## src/rtl/csr_bank.sv

```systemverilog
module csr_bank #(
  parameter int XLEN = 32,
  parameter int NUM_IRQ = 16,
  parameter int NUM_BP = 2,
  parameter int NUM_WP = 3,
  parameter logic [XLEN-1:0] CFG_VALUE = 'h0012_0A37
) (
  input  logic                clk,
  input  logic                rst_n,
  input  logic                rd_en,
  input  logic                wr_en,
  input  logic [4:0]          idx,
  input  logic [XLEN-1:0]     wr_data,
  input  logic [NUM_IRQ-1:0]  irq_lines,
  output logic [XLEN-1:0]     rd_data,
  output logic                acc_err,
  output logic                ill_insn,
  output logic                upd_req,
  output logic                icache_flush,
  output logic                dcache_flush,
  output logic [2:0]          int_en,
  output logic [NUM_IRQ-1:0]  int_mask,
  output logic [NUM_IRQ-1:0]  int_pend,
  output logic [XLEN-1:0]     exc_base,
  output logic [XLEN-1:0]     dbg_base,
  output logic [XLEN-1:0]     dbg_ctrl,
  output logic [4*XLEN-1:0]   bp_addr,
  output logic [4*XLEN-1:0]   wp_addr
);
  localparam int SLOTS = 4;
  localparam logic [4:0] IX_INTEN  = 5'd0;
  localparam logic [4:0] IX_INTMSK = 5'd1;
  localparam logic [4:0] IX_INTPND = 5'd2;
  localparam logic [4:0] IX_ICTL   = 5'd3;
  localparam logic [4:0] IX_DCTL   = 5'd4;
  localparam logic [4:0] IX_CYCLES = 5'd5;
  localparam logic [4:0] IX_CONFIG = 5'd6;
  localparam logic [4:0] IX_EXCB   = 5'd7;
  localparam logic [4:0] IX_DBGC   = 5'd8;
  localparam logic [4:0] IX_DBGB   = 5'd9;

  logic [XLEN-1:0] cyc_q;
  logic [XLEN-1:0] rd_mux;

  logic hit_en, hit_msk, hit_pnd, hit_ic, hit_dc, hit_cyc, hit_cfg;
  logic hit_exb, hit_dbc, hit_dbb, hit_bp, hit_wp, bp_ok, wp_ok, known;
  logic [1:0] slot;

  assign hit_en  = idx == IX_INTEN;
  assign hit_msk = idx == IX_INTMSK;
  assign hit_pnd = idx == IX_INTPND;
  assign hit_ic  = idx == IX_ICTL;
  assign hit_dc  = idx == IX_DCTL;
  assign hit_cyc = idx == IX_CYCLES;
  assign hit_cfg = idx == IX_CONFIG;
  assign hit_exb = idx == IX_EXCB;
  assign hit_dbc = idx == IX_DBGC;
  assign hit_dbb = idx == IX_DBGB;
  assign hit_bp  = idx[4:2] == 3'b100;
  assign hit_wp  = idx[4:2] == 3'b101;
  assign slot    = idx[1:0];
  assign bp_ok   = hit_bp && (int'(slot) < NUM_BP);
  assign wp_ok   = hit_wp && (int'(slot) < NUM_WP);
  assign known   = hit_en | hit_msk | hit_pnd | hit_ic | hit_dc | hit_cyc | hit_cfg |
                   hit_exb | hit_dbc | hit_dbb | hit_bp | hit_wp;

  logic wr_bad, rd_bad, wr_ill, wr_go, rd_go;
  assign wr_bad = wr_en && (hit_cyc || hit_cfg || !known);
  assign rd_bad = rd_en && (hit_ic || hit_dc || hit_bp || hit_wp || !known);
  assign wr_ill = wr_en && ((hit_bp && !bp_ok) || (hit_wp && !wp_ok));
  assign wr_go  = wr_en && known && !hit_cyc && !hit_cfg;
  assign rd_go  = rd_en && !rd_bad;

  always_comb begin
    rd_mux = '0;
    unique case (1'b1)
      hit_en:  rd_mux = XLEN'(int_en);
      hit_msk: rd_mux = XLEN'(int_mask);
      hit_pnd: rd_mux = XLEN'(int_pend);
      hit_cyc: rd_mux = cyc_q;
      hit_cfg: rd_mux = CFG_VALUE;
      hit_exb: rd_mux = exc_base;
      hit_dbc: rd_mux = dbg_ctrl;
      hit_dbb: rd_mux = dbg_base;
      default: rd_mux = '0;
    endcase
  end

  logic [NUM_IRQ-1:0] pnd_clr;
  assign pnd_clr = (wr_go && hit_pnd) ? wr_data[NUM_IRQ-1:0] : '0;

  always_ff @(posedge clk or negedge rst_n) begin
    if (!rst_n) begin
      cyc_q        <= '0;
      rd_data      <= '0;
      acc_err      <= 1'b0;
      ill_insn     <= 1'b0;
      upd_req      <= 1'b0;
      icache_flush <= 1'b0;
      dcache_flush <= 1'b0;
      int_en       <= '0;
      int_mask     <= '0;
      int_pend     <= '0;
      exc_base     <= '0;
      dbg_base     <= '0;
      dbg_ctrl     <= '0;
    end else begin
      cyc_q        <= cyc_q + 1'b1;
      rd_data      <= rd_go ? rd_mux : '0;
      acc_err      <= wr_bad || rd_bad;
      ill_insn     <= wr_ill;
      upd_req      <= wr_go && (hit_en || hit_msk || hit_pnd);
      icache_flush <= wr_go && hit_ic;
      dcache_flush <= wr_go && hit_dc;
      int_pend     <= (int_pend & ~pnd_clr) | irq_lines;
      if (wr_go && hit_en)  int_en   <= wr_data[2:0];
      if (wr_go && hit_msk) int_mask <= wr_data[NUM_IRQ-1:0];
      if (wr_go && hit_exb) exc_base <= wr_data;
      if (wr_go && hit_dbc) dbg_ctrl <= wr_data;
      if (wr_go && hit_dbb) dbg_base <= wr_data;
    end
  end

  for (genvar g = 0; g < SLOTS; g++) begin : g_dbg
    if (g < NUM_BP) begin : g_bp
      logic [XLEN-1:0] bp_q;
      always_ff @(posedge clk or negedge rst_n) begin
        if (!rst_n) bp_q <= '0;
        else if (wr_go && bp_ok && int'(slot) == g) bp_q <= wr_data;
      end
      assign bp_addr[g*XLEN +: XLEN] = bp_q;
    end else begin : g_bp_none
      assign bp_addr[g*XLEN +: XLEN] = '0;
    end
    if (g < NUM_WP) begin : g_wp
      logic [XLEN-1:0] wp_q;
      always_ff @(posedge clk or negedge rst_n) begin
        if (!rst_n) wp_q <= '0;
        else if (wr_go && wp_ok && int'(slot) == g) wp_q <= wr_data;
      end
      assign wp_addr[g*XLEN +: XLEN] = wp_q;
    end else begin : g_wp_none
      assign wp_addr[g*XLEN +: XLEN] = '0;
    end
  end
endmodule

```

## config.mk

```make
export PLATFORM = sky130hd
export DESIGN_NAME = csr_bank
export DESIGN_NICKNAME = d
export VERILOG_FILES = /design/src/rtl/csr_bank.sv
export SDC_FILE = /design/constraint.sdc
export NUM_CORES = 1
export LEC_CHECK = 0
export ABC_AREA = 1
export CAP_MARGIN = 20
export CORE_ASPECT_RATIO = 0.8
export CORE_MARGIN = 2
export CORE_UTILIZATION = 40
export CTS_CLUSTER_DIAMETER = 60
export DETAILED_ROUTE_END_ITERATION = 7
export DONT_BUFFER_PORTS = 1
export PLACE_DENSITY = 0.66
export SYNTH_ARGS = -nofsm -noshare
export SYNTH_HDL_FRONTEND = slang
export SYNTH_SLANG_ARGS = --single-unit
```

## constraint.sdc

```tcl
create_clock -name clk -period 2.7 [get_ports clk]
set_input_delay 0.54 -clock clk [delete_from_list [all_inputs] [get_ports clk]]
set_output_delay 0.54 -clock clk [all_outputs]
set_load 0.01 [all_outputs]
```

==> reports/qor_table.md <==
| Step | Quantity | Reported |
| --- | --- | --- |
| cts | Master cell of the clock root buffer | clkbuf_16 |
| layout | Proportion of layout cells with a drive suffix above 1 | 0.06798 |
| placed design | Number of port buffers | 0 |
| die | Number of placement rows | 64 |
| synthesis | Top flip-flop cell by instance count after synthesis | dfrtp_1 |
| die | DIE WIDTH | 224.7 um |
| setup path | Reg-to-Reg Start | cyc_q[1] |
| pwr | Combinational share of power | 0.072 |
| synthesis | Synth area leaders | dfrtp_1 58%, nand2_1 12%, o21ai_0 4.9%, buf_4 4.7%, inv_1 3.8% |
| placed design | DP Worst Slack | 0.2124 ns |
| die | I/O pin cnt | 481 |
| sta | Final hold vios | 360 |
| placed design | Cell area after placement | 15790 um^2 |
| cts | Clock input transition at the sequential cells of the worst setup and hold paths | 0.06 ns |
| cts | Setup fix buffers added after clock tree synthesis | 0 |
| setup path | Beginning of the critical path | cyc_q[1] |
| sta | Post-route setup slack | 0.4139 ns |
| sta | Setup TNS Final | 0 ns |
| die | Die outline height | 180.6 um |
| cts | Clock Sink Count | 360 |
| layout | Final-layout fill cell count | 3669 |
| placed design | Final HPWL DP | 34950 um |
| synthesis | Post-Synthesis Mean Instance Area | 8.775 um^2 |
| sta | Setup repair after global routing missed its margin | false |
| setup path | Capturing element of the worst setup path | cyc_q[24] |
| pwr | Power density over the cells | 794.6 nW/um^2 |
| pwr | NetSw | 3.899 mW |
| synthesis | Post-synth cell types | 32 |
| synthesis | Flops & latches, synth | 360 |
| synthesis | Share of the synthesized area in the top cell type | 0.5778 |
| sta | Final critical path time including I/O delays and setup | 2.286 ns |
| drt | Wire length per cell after detailed routing | 21.73 um |
| drt | Detailed-router iteration count before antenna repair | 8 |
| synthesis | Cell area after synthesis | 15590 um^2 |
| cts | Resized cells post-CTS | 0 |
| cts | Worst-skew pair later-pin latency | 0.54 ns |
| run status | Violated checks | design-rule violations, negative hold slack |
| synthesis | Synth area leader | dfrtp_1 |
| global routing | Initial antenna violation count | 0 |
| pwr | Peak ir drop on the vdd network | 0.4260 mV |
| layout | Number of inserted diodes | 0 |
| die | Std-Cell Core Area | 38360 um^2 |
| cts | CTS tree | built |
| die | Die footprint | 40590 um^2 |
| pwr | Sequential share of power | 0.525 |
| sta | Skew final | 0.01493 ns |
| synthesis | Fraction of the yosys area taken by sequential cells | 0.5778 |
| pwr | Leakage dissipation | 8.533 nW |
| drt | Number of vias per cell after detailed routing | 5.218 |
| drt | Total DRC errors in the routed layout | 2 |
| setup path | Startpoint types | flip-flop |
| sta | Transition time at the pin with the least slew margin | 1.173 ns |
| synthesis | Most frequent cell after synthesis | nand2_1 |
| pwr | Share of total power consumed by net switching | 0.2869 |
| setup path | Arrival time of data at the critical path endpoint | 2.73 ns |
| drt | Overall via count from detail_route | 11870 |
| pwr | Cell internal pwr | 9.692 mW |
| synthesis | Synth top cells by count | 519 x nand2_1, 360 x dfrtp_1, 156 x inv_1 |
| setup path | Critical path data required time | 3.15 ns |
| layout | Net total in the final layout | 1811 |
| sta | Relative slew slack | 0.2183 |
| global routing | Largest net degree at the start of global routing | 361 |
| layout | Register Area | 9009 um^2 |
| drt | Antenna-violating nets left | 0 |
| global routing | GRT Residual Overflow | 0 |
| global routing | Global-route usage over all layers | 0.2373 |
| global routing | Wire length of the first global-routing pass | 73420 um |
| run | Max Cap Violations | 0 |
| drt | Final routed wirelength across all metal layers | 49430 um |
| setup path | Critical path start-end classification | reg -> reg |
| worst hold path | Path type of the worst min-delay path | in -> async |
| die | Initial Utilization | 0.4065 |
| cts | Buffer depth of the longest clock path | 3 |
| setup path | Max FO, Critical Path | 4 |
| setup path | Reg-to-Reg End | cyc_q[24] |
| sta | Final hold slack | -0.2893 ns |
| synthesis | Share of flip-flops with an asynchronous set or reset after synthesis | 1.000 |
| synthesis | Number of flops mapped to enable cells by yosys | 0 |
| placed design | Routability-driven placement congestion ratio | 0.9354 |
| run status | Run status | complete, but fails checks |
| cts | Clock buffers created by TritonCTS | 40 |
| cts | Htree depth | 2 |
| sta | Max Fclk | 437.4 MHz |
| layout | Post-Layout Inst Area | 17110 um^2 |
| synthesis | Post-synthesis cell count | 1777 |
| sta | Number of pins with negative max-slew slack in the final report | 0 |
| drt | DR iter-0 viols | 1139 |
| setup path | Worst R2R Path Depth | 10 |
| global routing | Vias in the first global route | 11460 |
| setup path | Crit. End Element | flip-flop |
| pwr | Fraction of power consumed by the clock network | 0.403 |
| sta | Final setup fails | 0 |
| setup path | Slack of the worst reg-to-reg path | 0.41 ns |
| synthesis | Count of synthesis-stage warnings from yosys | 0 |
| layout | Multi-input combinational cell area | 5225 um^2 |
| layout | Layout overhead on the synthesized area | 9.702% |
| pwr | Total power consumption of the routed design | 13.59 mW |
| sta | Period utilization | 0.8467 |
==> layer usage <==
layer / part of all wire / GRT usage / up-vias
li1: - / - / 5438
met1: 0.40 / 0.3076 / 5752
met2: 0.46 / 0.3669 / 582
met3: 0.11 / 0.08495 / 98
met4: 0.035 / 0.08530 / 0
met5: 0 / 0 / -
==> power groups by stage <==
stage | Clock, mW | Combinational [mW] | Sequential [mW]
after detailed placement | 0 | 0.980 | 7.21
after global placement | 0 | 0.920 | 7.20
after floorplan | 0 | 0.904 | 6.91
final | 5.48 | 0.981 | 7.13
after CTS | 5.59 | 0.980 | 7.13
after global routing | 5.83 | 1.15 | 7.20
==> cell families after synthesis <==
family	synth area share
flops	0.5778
fa+ha+maj	0.0008023
other cells	0.0002405
simple gates	0.1833
buf+inv	0.1132
xor+xnor	0.01685
compound gates	0.1078
==> final cells by class <==
type                            count  share of cell area
Clock buffer                       51             0.06569
Clock inverter                     18             0.01119
Multi-Input combinational cell   1153              0.3055
Tap cell                          495             0.03621
Inverter                          163             0.03577
Timing Repair Buffer               35             0.01902
Sequential cell                   360              0.5267
==> critical path, cell delays in order, from the launching register on <==
cell and delay (ns):
dfrtp_1 0.41, ha_1 0.20, nand2_1 0.07, nor2_1 0.25, nand2_1 0.14, nor2_1 0.20, nand2_1 0.18, nor2_1 0.27
nand2_1 0.17, nor2_1 0.15, xor2_1 0.16
==> sequential cells by signal, indices dropped and copies added, names as in the netlist <==
register	cells
acc_err	1
dbg_ctrl	32
int_mask	16
cyc_q	32
rd_data	32
g_dbg.g_wp.wp_q	96
int_pend	16
exc_base	32
icache_flush	1
int_en	3
ill_insn	1
upd_req	1
dbg_base	32
g_dbg.g_bp.bp_q	64
dcache_flush	1
==> worst min-delay path by stage <==
stage               slack (ns)  cells past startpoint  startpoint            to
finish                   -0.29                      0       rst_n  exc_base[25]
global placement          0.25                      0       rst_n   rd_data[26]
detailed placement        0.25                      0       rst_n   rd_data[26]
global route             -0.33                      0       rst_n  exc_base[25]
floorplan                 0.24                      0       rst_n       acc_err
CTS                      -0.31                      0       rst_n   rd_data[26]
==> layout by cell type, fill, tap and decap left out, drive strengths merged <==
cell / count
o21ai: 222
clkinv: 12
bufinv: 3
clkinvlp: 2
and3: 1
a41oi: 2
inv: 164
nand2: 519
o211ai: 8
conb: 96
buf: 35
nand4: 23
dfrtp: 360
a21oi: 52
nor3b: 1
a2111oi: 1
a22o: 2
ha: 1
nor4: 1
xor2: 19
xnor2: 11
o22ai: 30
nor2: 64
nand3: 80
clkbuf: 51
a31oi: 3
nor3: 17
==> per-stage QoR <==
step	cells	hold WS, ns	utilization
5_1_grt	2275	-0.3262	0.4459
4_1_cts	2275	-0.3145	0.4459
6_report	2275	-0.2893	0.4459
3_5_place_dp	2206	0.2545	0.4117
2_1_floorplan	1872	0.2444	-
3_3_place_gp	2206	0.2546	0.4117
Note: power is estimated with default switching activity, not from simulation.
